### config.mk
export PLATFORM = sky130hd
export DESIGN_NAME = offer_arbiter
export DESIGN_NICKNAME = d
export VERILOG_FILES = /design/src/rtl/arb_pkg.sv /design/src/rtl/offer_queue.sv /design/src/rtl/bus_route.sv /design/src/rtl/offer_arbiter.sv
export SDC_FILE = /design/constraint.sdc
export NUM_CORES = 1
export LEC_CHECK = 0
export BUFFER_PORTS_ARGS = -buffer_cell sky130_fd_sc_hd__buf_2
export CORE_AREA = 2 2 165 167
export DETAILED_ROUTE_END_ITERATION = 16
export DIE_AREA = 0 0 167 169
export GPL_TIMING_DRIVEN = 0
export REMOVE_ABC_BUFFERS = 1
export SETUP_SLACK_MARGIN = 0.2
export SLEW_MARGIN = 20
export SYNTH_ARGS = -nofsm -noshare
export SYNTH_HDL_FRONTEND = slang
export SYNTH_SLANG_ARGS = --single-unit
### constraint.sdc
create_clock -name clk -period 13.1 [get_ports clk]
set_clock_uncertainty 0.1 [all_clocks]
set_input_delay 3.93 -clock clk [delete_from_list [all_inputs] [get_ports clk]]
set_output_delay 3.93 -clock clk [all_outputs]
set_load 0.02 [all_outputs]
### src/rtl/arb_pkg.sv
// Shared types for the queued offer arbiter.
// Assumes no more than 16 masters, so one master index fits in 4 bits.
package arb_pkg;
    localparam int unsigned ARB_ID_W = 4;
    typedef logic [ARB_ID_W-1:0] mst_id_t;
endpackage

### src/rtl/offer_queue.sv
// Ordered queue of pending offers. Each cycle it removes the entries cut
// by a withdrawal, adds new offers in ascending index order, and pops the
// head when the bus is free. It produces the grant and a mask of masters
// that were cut out of the queue while still holding their cycle line.
// Assumes the caller blocks owner and rejected masters from offering.
module offer_queue
    import arb_pkg::*;
#(
    parameter int unsigned NUM_MST = 4
) (
    input  logic               clk,
    input  logic               rst_n,
    input  logic [NUM_MST-1:0] cyc,
    input  logic [NUM_MST-1:0] blocked,
    input  logic               bus_free,
    output logic               grant_vld,
    output mst_id_t            grant_idx,
    output logic [NUM_MST-1:0] drop_mask
);
    localparam int unsigned LW = $clog2(NUM_MST + 1);

    mst_id_t            q_id [NUM_MST];
    logic [LW-1:0]      q_len;
    mst_id_t            e_id [NUM_MST];
    logic [LW-1:0]      e_len;
    logic [NUM_MST-1:0] queued;
    logic [NUM_MST-1:0] slot_live;
    logic [NUM_MST-1:0] slot_cyc;
    logic [LW-1:0]      cut;
    logic               cut_found;

    // Decode which masters hold a live slot, and each slot's cycle line.
    always_comb begin
        queued    = '0;
        slot_cyc  = '0;
        slot_live = '0;
        for (int k = 0; k < NUM_MST; k++) begin
            slot_live[k] = LW'(k) < q_len;
            for (int i = 0; i < NUM_MST; i++) begin
                if (q_id[k] == mst_id_t'(i)) begin
                    slot_cyc[k] = cyc[i];
                    if (slot_live[k]) queued[i] = 1'b1;
                end
            end
        end
    end

    // Find the first withdrawn slot and the masters cut behind it.
    always_comb begin
        cut       = q_len;
        cut_found = 1'b0;
        drop_mask = '0;
        for (int k = 0; k < NUM_MST; k++) begin
            if (!cut_found && slot_live[k] && !slot_cyc[k]) begin
                cut       = LW'(k);
                cut_found = 1'b1;
            end
        end
        for (int k = 0; k < NUM_MST; k++) begin
            if (slot_live[k] && LW'(k) > cut) begin
                for (int i = 0; i < NUM_MST; i++)
                    if (q_id[k] == mst_id_t'(i) && cyc[i]) drop_mask[i] = 1'b1;
            end
        end
    end

    // Build the next order: the kept prefix, then new offers by index.
    always_comb begin
        e_id  = q_id;
        e_len = cut;
        for (int i = 0; i < NUM_MST; i++) begin
            if (cyc[i] && !queued[i] && !blocked[i]) begin
                for (int k = 0; k < NUM_MST; k++)
                    if (LW'(k) == e_len) e_id[k] = mst_id_t'(i);
                e_len = e_len + LW'(1);
            end
        end
        grant_vld = bus_free && (e_len != '0);
        grant_idx = e_id[0];
    end

    // Store the new order, popping the head when it is granted.
    always_ff @(posedge clk) begin
        if (!rst_n) begin
            q_len <= '0;
            for (int k = 0; k < NUM_MST; k++) q_id[k] <= '0;
        end else if (grant_vld) begin
            for (int k = 0; k < NUM_MST - 1; k++) q_id[k] <= e_id[k+1];
            q_id[NUM_MST-1] <= '0;
            q_len           <= e_len - LW'(1);
        end else begin
            q_id  <= e_id;
            q_len <= e_len;
        end
    end


    queue_unique_chk: assert property (@(posedge clk) disable iff (!rst_n)
        $countones(queued) == int'(q_len));


    queue_bound_chk: assert property (@(posedge clk) disable iff (!rst_n)
        int'(q_len) <= NUM_MST);
endmodule

### src/rtl/bus_route.sv
// Connects the owner to the slave, and routes stall and ack per master.
// Assumes owner_idx is meaningful only while owner_vld is high.
module bus_route
    import arb_pkg::*;
#(
    parameter int unsigned NUM_MST = 4,
    parameter int unsigned AW      = 32,
    parameter int unsigned DW      = 32
) (
    input  logic                  clk,
    input  logic                  rst_n,
    input  logic                  owner_vld,
    input  mst_id_t               owner_idx,
    input  logic [NUM_MST-1:0]    m_cyc,
    input  logic [NUM_MST-1:0]    m_stb,
    input  logic [NUM_MST-1:0]    m_we,
    input  logic [NUM_MST-1:0]    m_lock,
    input  logic [NUM_MST*AW-1:0] m_adr,
    input  logic [NUM_MST*DW-1:0] m_wdat,
    output logic [NUM_MST-1:0]    m_stall,
    output logic [NUM_MST-1:0]    m_ack,
    output logic                  s_cyc,
    output logic                  s_stb,
    output logic                  s_we,
    output logic                  s_lock,
    output logic [AW-1:0]         s_adr,
    output logic [DW-1:0]         s_wdat,
    input  logic                  s_ack,
    input  logic                  s_stall
);
    logic [NUM_MST-1:0] is_own;

    // One-hot decode of the owner.
    always_comb begin
        for (int i = 0; i < NUM_MST; i++)
            is_own[i] = owner_vld && (owner_idx == mst_id_t'(i));
    end

    // Pass only the owner's request fields to the slave.
    always_comb begin
        s_cyc  = 1'b0;
        s_stb  = 1'b0;
        s_we   = 1'b0;
        s_lock = 1'b0;
        s_adr  = '0;
        s_wdat = '0;
        for (int i = 0; i < NUM_MST; i++) begin
            if (is_own[i]) begin
                s_cyc  = m_cyc[i];
                s_stb  = m_cyc[i] & m_stb[i];
                s_we   = m_we[i];
                s_lock = m_lock[i];
                s_adr  = m_adr[i*AW +: AW];
                s_wdat = m_wdat[i*DW +: DW];
            end
        end
    end

    // Waiting masters are stalled; the owner sees the slave's stall.
    always_comb begin
        for (int i = 0; i < NUM_MST; i++) begin
            m_stall[i] = is_own[i] ? s_stall : m_cyc[i];
            m_ack[i]   = is_own[i] & m_cyc[i] & s_ack;
        end
    end


    ack_single_chk: assert property (@(posedge clk) disable iff (!rst_n)
        $onehot0(m_ack));


    idle_slave_chk: assert property (@(posedge clk) disable iff (!rst_n)
        !owner_vld |-> (!s_stb && !s_cyc));
endmodule

### src/rtl/offer_arbiter.sv
// Top of the queued offer arbiter. It holds the bus owner and the error
// state of masters that were cut out of the queue. Queue order is kept
// in offer_queue, and slave routing is done in bus_route.
// Assumes NUM_MST <= 16, and that masters keep strobe low until granted.
module offer_arbiter
    import arb_pkg::*;
#(
    parameter int unsigned NUM_MST = 4,
    parameter int unsigned AW      = 32,
    parameter int unsigned DW      = 32
) (
    input  logic                  clk,
    input  logic                  rst_n,
    input  logic [NUM_MST-1:0]    m_cyc,
    input  logic [NUM_MST-1:0]    m_stb,
    input  logic [NUM_MST-1:0]    m_we,
    input  logic [NUM_MST-1:0]    m_lock,
    input  logic [NUM_MST*AW-1:0] m_adr,
    input  logic [NUM_MST*DW-1:0] m_wdat,
    output logic [NUM_MST-1:0]    m_stall,
    output logic [NUM_MST-1:0]    m_ack,
    output logic [NUM_MST-1:0]    m_err,
    output logic [DW-1:0]         m_rdat,
    output logic                  s_cyc,
    output logic                  s_stb,
    output logic                  s_we,
    output logic                  s_lock,
    output logic [AW-1:0]         s_adr,
    output logic [DW-1:0]         s_wdat,
    input  logic [DW-1:0]         s_rdat,
    input  logic                  s_ack,
    input  logic                  s_stall
);
    logic               owner_vld;
    mst_id_t            owner_idx;
    logic [NUM_MST-1:0] owner_mask;
    logic               owner_cyc;
    logic               bus_free;
    logic [NUM_MST-1:0] rejected;
    logic [NUM_MST-1:0] drop_mask;
    logic               grant_vld;
    mst_id_t            grant_idx;

    // Owner decode and its cycle line.
    always_comb begin
        owner_cyc = 1'b0;
        for (int i = 0; i < NUM_MST; i++) begin
            owner_mask[i] = owner_vld && (owner_idx == mst_id_t'(i));
            if (owner_mask[i]) owner_cyc = m_cyc[i];
        end
        bus_free = !owner_vld || !owner_cyc;
    end

    offer_queue #(.NUM_MST(NUM_MST)) u_queue (
        .clk       (clk),
        .rst_n     (rst_n),
        .cyc       (m_cyc),
        .blocked   (rejected | owner_mask),
        .bus_free  (bus_free),
        .grant_vld (grant_vld),
        .grant_idx (grant_idx),
        .drop_mask (drop_mask)
    );

    // Ownership passes to the granted head, or is released when free.
    always_ff @(posedge clk) begin
        if (!rst_n) begin
            owner_vld <= 1'b0;
            owner_idx <= '0;
        end else if (grant_vld) begin
            owner_vld <= 1'b1;
            owner_idx <= grant_idx;
        end else if (bus_free) begin
            owner_vld <= 1'b0;
        end
    end

    // Rejected state holds until the master lowers its cycle line.
    always_ff @(posedge clk) begin
        if (!rst_n) rejected <= '0;
        else        rejected <= (rejected & m_cyc) | drop_mask;
    end

    assign m_err  = rejected & m_cyc;
    assign m_rdat = s_rdat;

    bus_route #(.NUM_MST(NUM_MST), .AW(AW), .DW(DW)) u_route (
        .clk       (clk),
        .rst_n     (rst_n),
        .owner_vld (owner_vld),
        .owner_idx (owner_idx),
        .m_cyc     (m_cyc),
        .m_stb     (m_stb),
        .m_we      (m_we),
        .m_lock    (m_lock),
        .m_adr     (m_adr),
        .m_wdat    (m_wdat),
        .m_stall   (m_stall),
        .m_ack     (m_ack),
        .s_cyc     (s_cyc),
        .s_stb     (s_stb),
        .s_we      (s_we),
        .s_lock    (s_lock),
        .s_adr     (s_adr),
        .s_wdat    (s_wdat),
        .s_ack     (s_ack),
        .s_stall   (s_stall)
    );


    owner_hold_chk: assert property (@(posedge clk) disable iff (!rst_n)
        (owner_vld && owner_cyc) |=> (owner_vld && owner_idx == $past(owner_idx)));


    err_not_owner_chk: assert property (@(posedge clk) disable iff (!rst_n)
        (m_err & owner_mask) == '0);


    waiter_stalled_chk: assert property (@(posedge clk) disable iff (!rst_n)
        (m_cyc & ~owner_mask & ~m_stall) == '0);
endmodule

==> reports/qor.csv, run 1 <==
stage,metric,value,unit
run_status,status,finished clean,
grt,grt_overflow,0,
yosys,synth_area,4290,um^2
worst_setup_path,critPathKind,input pin to register,
clock_tree,clockBufferDepth,2,
yosys,synth_top_area_cell,dfxtp_1,
floorplanning,dieWidth,167,um
cells_and_area,drive_gt1_share,45.6,%
yosys,async_flop_share,0,%
worst_setup_path,cp_slowest_cell,nor2_1,
yosys,synth_edf_count,0,
sta,min_period_over_period,76.1,%
drt,dr.pass1.iters,12,
clock_tree,cts_root_buffer,clkbuf_16,
yosys,synthSimpleGateAreaFrac,24.5,%
floorplanning,die_area,28200,um^2
worst_setup_path,worstPathRequired,13170,ps
drt,top_layer,met5,
yosys,synth_ff_type,dfxtp_1,
drt,wl_met1,11.3,mm
worst_setup_path,crit_fanout,13,
worst_setup_path,crit_arrival,10040,ps
worst_setup_path,cpLargestDelayFamily,simple AND/OR/NAND/NOR gates,
sta,finalMaxSlewViolations,0,
yosys,synth_area_leaders,"dfxtp_1 13%, a22oi_1 10%, a222oi_1 9.6%",
placement,portBuffers,355,
drt,antenna_left,0,
worst_setup_path,critPathMostFrequentCell,ha_1,
cells_and_area,utilization,23.9,%
floorplanning,die_y,169,um
yosys,synth_top_family_by_area,compound AO/OA/AOI/OAI gates,
drt,dr_wl_met3,4.74,mm
cells_and_area,multi_input_area,3250,um^2
sta,tightest_slew,868,ps
yosys,netlist_instances,591,
drt,drc,0,
min_path,hold_path_class,register to register,
cells_and_area,regArea,561,um^2
pwr,p_leak,3.10,nW
worst_setup_path,max_stage_delay,680,ps
cells_and_area,finalNonFillerCells,1220,
placement,place_inst,1215,
yosys,muxShareOfSynthArea,2.54,%
drt,wl_met2,10.7,mm
drt,vias,6184,
sta,relSlewSlack,41.9,%
floorplanning,core_region_area,26500,um^2
clock_tree,cts_setup_buffers,0,
cells_and_area,area_delta_synth_final,47.5,%
yosys,synth.top_cell.area_share,13.1,%
job,cap_violations,0,
yosys,synthDistinctLibCells,75,
grt,antenna_found_initial,5,
drt,wl,26.9,mm
drt,wl_per_cell,22.1,um
cells_and_area,layout.nets,1207,
sta,fin_setup_tns,0,ps
pwr,powerDensity,268,nW/um^2
pwr,vdd_ir_drop_max,0.000108,V
drt,via_per_inst,5.07,
grt,grt_pass1_wl,36.3,mm
sta,finalSetupViolCount,0,
yosys,seq_area_frac_synth,13.1,%
yosys,synth-xor-area-share,1.90,%
clock_tree,cts_max_level,1,
yosys,yosys_warnings,0,
floorplanning,ios,420,
clock_tree,clk_pin_slew,70,ps
grt,grt_pass1_vias,5491,
sta,rsz0062_at_grt,no,
yosys,ys_seq_elements,28,
sta,layout_min_cycle_time,9970,ps
placement,routabilityCongestion,0.856,
clock_tree,cts_tree,done,
grt,grt_start_max_net_pins,79,
floorplanning,std_cell_rows,60,
yosys,syn_area_per_cell,7.26,um^2
sta,final_hold_viol_count,0,
clock_tree,insertion_delay,270,ps
clock_tree,ctsResizeCount,0,
drt,drt-initial-drc-count,721,
clock_tree,clock-sinks,28,
cells_and_area,num-fill-cells,2969,
placement,dp_hpwl,22.5,mm
clock_tree,cts_inserted_buffers,3,
worst_setup_path,worstPathCellList,buf_2 -> mux4_2 -> a21oi_2 -> a21oi_1 -> a2bb2oi_4 -> inv_1 -> ha_1 -> inv_1 -> nor4_1 -> or3_4 -> and2_4 -> ha_1 -> and4_1 -> a31oi_4 -> inv_1 -> ha_1 -> nor2_1 -> a21oi_1 -> ha_1 -> mux2_2 -> ha_1 -> nor2_1 -> nor2_1 -> a32o_1,
worst_setup_path,cp.buffers_inverters,4,
grt,grt.total_usage,17.1,%
worst_setup_path,cp-end-kind,register,
clock_tree,postCtsHoldBufs,0,
worst_setup_path,cp-start-kind,input pin,
yosys,synthAdderAreaFrac,5.83,%
yosys,synth_compound_area_share,40.3,%
floorplanning,start_util,16.2,%
sta,fmax,100,MHz
[worst paths after layout]
path,from,depth (start not counted),slack (ps),end
max reg2reg,u_queue.q_id[11],22,6240,u_queue.q_id[15]
min,owner_idx[2],1,400,owner_idx[2]
min reg2reg,owner_idx[2],1,400,owner_idx[2]
max,m_cyc[2],24,3130,u_queue.q_id[15]
[worst reg2reg max path: stages, from the launching register on]
cell	delay (ps)
dfxtp_1	360
nor4_1	660
a221oi_1	290
a21o_1	260
a31oi_1	310
ha_1	260
inv_1	70
nor4_1	360
o21ai_1	210
and2_4	210
ha_1	290
and4_1	180
a31oi_4	290
inv_1	80
ha_1	290
nor2_1	260
a21oi_1	100
ha_1	300
mux2_2	280
ha_1	230
nor2_1	680
nor2_1	360
a32o_1	360
[area by class of cell]
class	instances	share of cell area [%]
antenna	1	0.0395
clock buffer	3	1.19
timing repair buffer	361	30.1
tap	341	6.74
inverter	22	1.30
sequential	28	8.86
clock inverter	1	0.474
multi-input combinational	463	51.3
[state kept, by name, summed over array words and instances (netlist names)]
name	cells
u_queue.q_id	16
owner_idx	4
rejected	4
u_queue.q_len	3
owner_vld	1
[kinds of logic (layout without fill, tap and decap cells)]
group                    after synthesis  after routing
flip-flops                            28             28
multiplexers                           9              9
XOR/XNOR                               6              6
AO/OA/AOI/OAI                        226            226
adder cells (fa/ha/maj)               20             20
AND/OR/NAND/NOR                      202            202
other                                  0              1
buffers and inverters                100            387
[per-layer routing]
layer | vias up | GRT usage [%]
met5 | - | 0.522
met3 | 17 | 11.3
met4 | 2 | 1.61
met1 | 2904 | 23.1
met2 | 419 | 23.2
li1 | 2842 | -
[report_power, final]
part | switching, W | total [W] | leakage (nW) | internal [W]
Sequential | 0.0000351 | 0.000143 | 0.229 | 0.000108
Clock | 0.0000325 | 0.0000935 | 0.0511 | 0.0000610
Combinational | 0.000925 | 0.00146 | 2.82 | 0.000534
[through the flow]
stage          setup slack, ps  power, W  cell area (um^2)  hold WS, ps
4_1_cts                   3160   0.00170              6330          407
5_1_grt                   2730   0.00186              6330          439
6_report                  3130   0.00170              6330          403
3_5_place_dp              2900   0.00160              6220          390
2_1_floorplan             3870   0.00107              3860          356
3_3_place_gp              2960   0.00155              6070          379
[cells in the mapped netlist (all sizes together), types with 6 or more instances]
cell    count
ha         20
a21oi      55
buf        42
a222oi     41
and3        6
nor3        8
clkbuf     36
and2       10
a22oi      59
dfxtp      28
a31oi       6
o21ai       9
nand3      13
or3         8
nor2       63
inv        21
nand2      57
a32o        9
[cell usage in the layout (no fill, tap or decap), types with 3 or more instances in the layout]
cell and instances:
nor2_1 61, or3_1 7, o22ai_1 4, a32o_1 9, and4_1 4, nand3b_1 4
a21o_1 3, a31oi_1 5, nor2b_1 3, a221oi_1 5, nor3b_1 3, nor3_1 5
a22o_1 4, o31ai_1 3, buf_2 355, xnor2_1 3, nand2_1 56, a222oi_1 41
and2_1 7, o21bai_1 4, mux2_2 5, a211oi_1 4, and3_1 6, clkbuf_16 3
nor3_2 3, o21a_1 5, inv_1 19, o21ai_0 7, dfxtp_1 28, a22oi_1 59
ha_1 20, nor4_1 3, nand3_1 13, buf_12 5, mux2i_1 3, a21oi_1 54
No activity file was read; power rests on OpenSTA's default activity.
==> run 2: changes to the inputs <==
ABC_AREA = 1   (was default)
CORE_AREA = 2 2 164 166   (was 2 2 165 167)
DIE_AREA = 0 0 166 168   (was 0 0 167 169)
clock period = 10.3 ns   (was 13.1 ns; I/O delays follow)
==> run 2 against run 1 <==
Sequential power up 6%. Power down 11%. Largest cell class unchanged. Largest power group unchanged. Via count up 8.3%.
==> reports/qor.csv, run 2 <==
stage,metric,value,unit,change
drt,dr.pass1.iters,5,,-7
sta,layout_min_cycle_time,8430,ps,
yosys,synth-xor-area-share,0,%,-1.9 points
grt,grt_pass1_vias,6218,,+13%
drt,via_per_inst,4.52,,-11%
sta,final_hold_viol_count,0,,unchanged
cells_and_area,regArea,561,um^2,unchanged
worst_setup_path,critPathKind,input pin to register,,
cells_and_area,reg.largest.list,"u_queue.q_id (16), owner_idx (4), rejected (4)",,
yosys,synth_edf_count,0,,unchanged
floorplanning,ios,420,,unchanged
cells_and_area,final_cell_mix,"373 x nand2_1, 355 x buf_2, 84 x nand4_1",,
sta,tightest_slew,799,ps,-68.8 ps
clock_tree,insertion_delay,270,ps,about the same
drt,antenna_left,0,,unchanged
clock_tree,clk_pin_slew,70,ps,about the same
pwr,powerDensity,228,nW/um^2,-15%
sta,rsz0062_at_grt,no,,
clock_tree,cts_tree,done,,
cells_and_area,largest_reg_flops,16,,unchanged
floorplanning,std_cell_rows,60,,unchanged
floorplanning,die_area,27900,um^2,-1.2%
worst_setup_path,worstPathRequired,10390,ps,-2780 ps
drt,wl,22.8,mm,-15%
clock_tree,cts_root_buffer,clkbuf_16,,
min_path,hold_path_class,register to register,,
cells_and_area,layout.nets,1469,,+22%
yosys,yosysMostFrequentCell,nand2_1,,
sta,finalMaxSlewViolations,0,,unchanged
worst_setup_path,cp-end-kind,register,,
worst_setup_path,cp-start-kind,input pin,,
worst_setup_path,max_stage_delay,620,ps,-60 ps
yosys,synth_compound_area_share,6.33,%,-34 points
pwr,p_leak,3.57,nW,+15%
yosys,synth_ff_type,dfxtp_1,,
yosys,synthDistinctLibCells,42,,-44%
floorplanning,dieWidth,166,um,-0.60%
clock_tree,cts_inserted_buffers,3,,unchanged
drt,vias,6700,,+8.3%
clock_tree,cts_setup_buffers,0,,unchanged
grt,grt_overflow,0,,unchanged
cells_and_area,area_delta_synth_final,42.8,%,
yosys,synthAdderAreaFrac,5.39,%,-0.44 points
floorplanning,core_region_area,26400,um^2,-0.57%
drt,wl_per_cell,15.4,um,-30%
floorplanning,die_y,168,um,-0.59%
run_status,status,finished clean,,
yosys,yosys_warnings,0,,unchanged
grt,grt.total_usage,15.1,%,-2.0 points
clock_tree,postCtsHoldBufs,0,,unchanged
sta,fmax,119,MHz,
worst_setup_path,crit_fanout,19,,+6
grt,grt_start_max_net_pins,69,,-13%
cells_and_area,largest-register,u_queue.q_id,,
sta,fin_setup_tns,0,ps,unchanged
yosys,synth.top_cell.area_share,30.1,%,+17 points
yosys,async_flop_share,0,%,unchanged
worst_setup_path,critPathMostFrequentCell,ha_1,,
cells_and_area,multi_input_area,3420,um^2,+5.4%
pwr,p_total,0.00151,W,-11%
clock_tree,cts_max_level,1,,unchanged
clock_tree,clockBufferDepth,2,,unchanged
grt,grt_pass1_wl,34.0,mm,-6.3%
yosys,synth_area_leaders,"nand2_1 30%, dfxtp_1 12%, nand4_1 11%",,
yosys,seq_area_frac_synth,12.1,%,-1.0 points
cells_and_area,mostFrequentLayoutCell,nand2_1,,
grt,antenna_found_initial,0,,-5
placement,routabilityCongestion,0.862,,+0.75%
drt,drc,0,,unchanged
yosys,ys_seq_elements,28,,unchanged
yosys,synth_top_area_cell,nand2_1,,
floorplanning,start_util,17.6,%,+1.4 points
worst_setup_path,cp_slowest_cell,nor2_2,,
sta,finalSetupViolCount,0,,unchanged
yosys,syn_area_per_cell,5.50,um^2,-24%
placement,portBuffers,355,,unchanged
yosys,muxShareOfSynthArea,0,%,-2.5 points
cells_and_area,num-fill-cells,3003,,+1.1%
cells_and_area,n_antenna_cell,0,,-1
yosys,yosys-top-cells-count,"373 x nand2_1, 84 x nand4_1, 64 x inv_1, 64 x nand3_1, 35 x nor2_1",,
yosys,netlist_instances,844,,+43%
placement,dp_hpwl,19.1,mm,-15%
sta,relSlewSlack,46.7,%,+4.7 points
drt,drt-initial-drc-count,483,,-33%
worst_setup_path,crit_arrival,8520,ps,-1520 ps
pwr,vdd_ir_drop_max,0.000126,V,+16%
yosys,synthSimpleGateAreaFrac,61.8,%,+37 points
clock_tree,ctsResizeCount,0,,unchanged
yosys,synth_area,4650,um^2,+8.3%
sta,min_period_over_period,81.8,%,
job,cap_violations,0,,unchanged
yosys,synth_top_family_by_area,simple AND/OR/NAND/NOR gates,,
clock_tree,clock-sinks,28,,unchanged
cells_and_area,drive_gt1_share,37.0,%,-8.5 points
run 2: worst paths after layout:
check | endpoint | depth (start not counted) | slack, ps | from
worst max register to register | u_queue.q_id[2] | 29 | 4240 | u_queue.q_len[2]
worst min-delay path | owner_idx[3] | 2 | 350 | owner_idx[3]
worst max-delay path | u_queue.q_id[2] | 28 | 1870 | m_cyc[1]
worst min register to register | owner_idx[3] | 2 | 350 | owner_idx[3]
run 2: area by class of cell:
| type | count | area share [%] |
|---|---|---|
| sequential | 28 | 8.45 |
| tap | 341 | 6.43 |
| timing repair buffer | 360 | 27.9 |
| inverter | 74 | 4.26 |
| multi-input combinational | 674 | 51.6 |
| clock buffer | 4 | 1.34 |
run 2: worst max-delay path, delay by kind of cell:
kind | cells | cell delay [ps]
buf+inv | 6 | 760
compound gates | 2 | 400
fa+ha+maj | 6 | 1460
simple gates | 14 | 2760
run 2: routing by layer:
layer,vias to the layer above,part of all wire [%],track usage [%],wire (um)
met2,285,47,25.5,10700
met4,0,1.5,2.61,340
met5,-,0,0.870,0
met3,22,7.4,3.34,1700
met1,3059,44,19.9,10100
li1,3334,-,-,-
run 2: logic make-up after synthesis:
family | after synthesis
AOI/OAI and AO/OA | 49
and+or+nand+nor | 605
DFF | 28
buffers and inverters | 142
adders and majority gates | 20
run 2: through the flow:
stage	instances	hold WS [ps]	setup slack [ps]	util (%)	cell area (um^2)
6_report	1481	354	1870	25.2	6640
5_1_grt	1481	399	1500	25.2	6640
4_1_cts	1481	354	1940	25.2	6640
3_5_place_dp	1477	341	1690	24.8	6550
3_3_place_gp	1472	339	1720	24.5	6460
2_1_floorplan	776	327	2740	-	4260
run 2: power by group:
part | internal, W | switching, W
registers | 0.000129 | 0.0000224
logic | 0.000405 | 0.000857
clock network | 0.0000596 | 0.0000388
total | 0.000593 | 0.000919
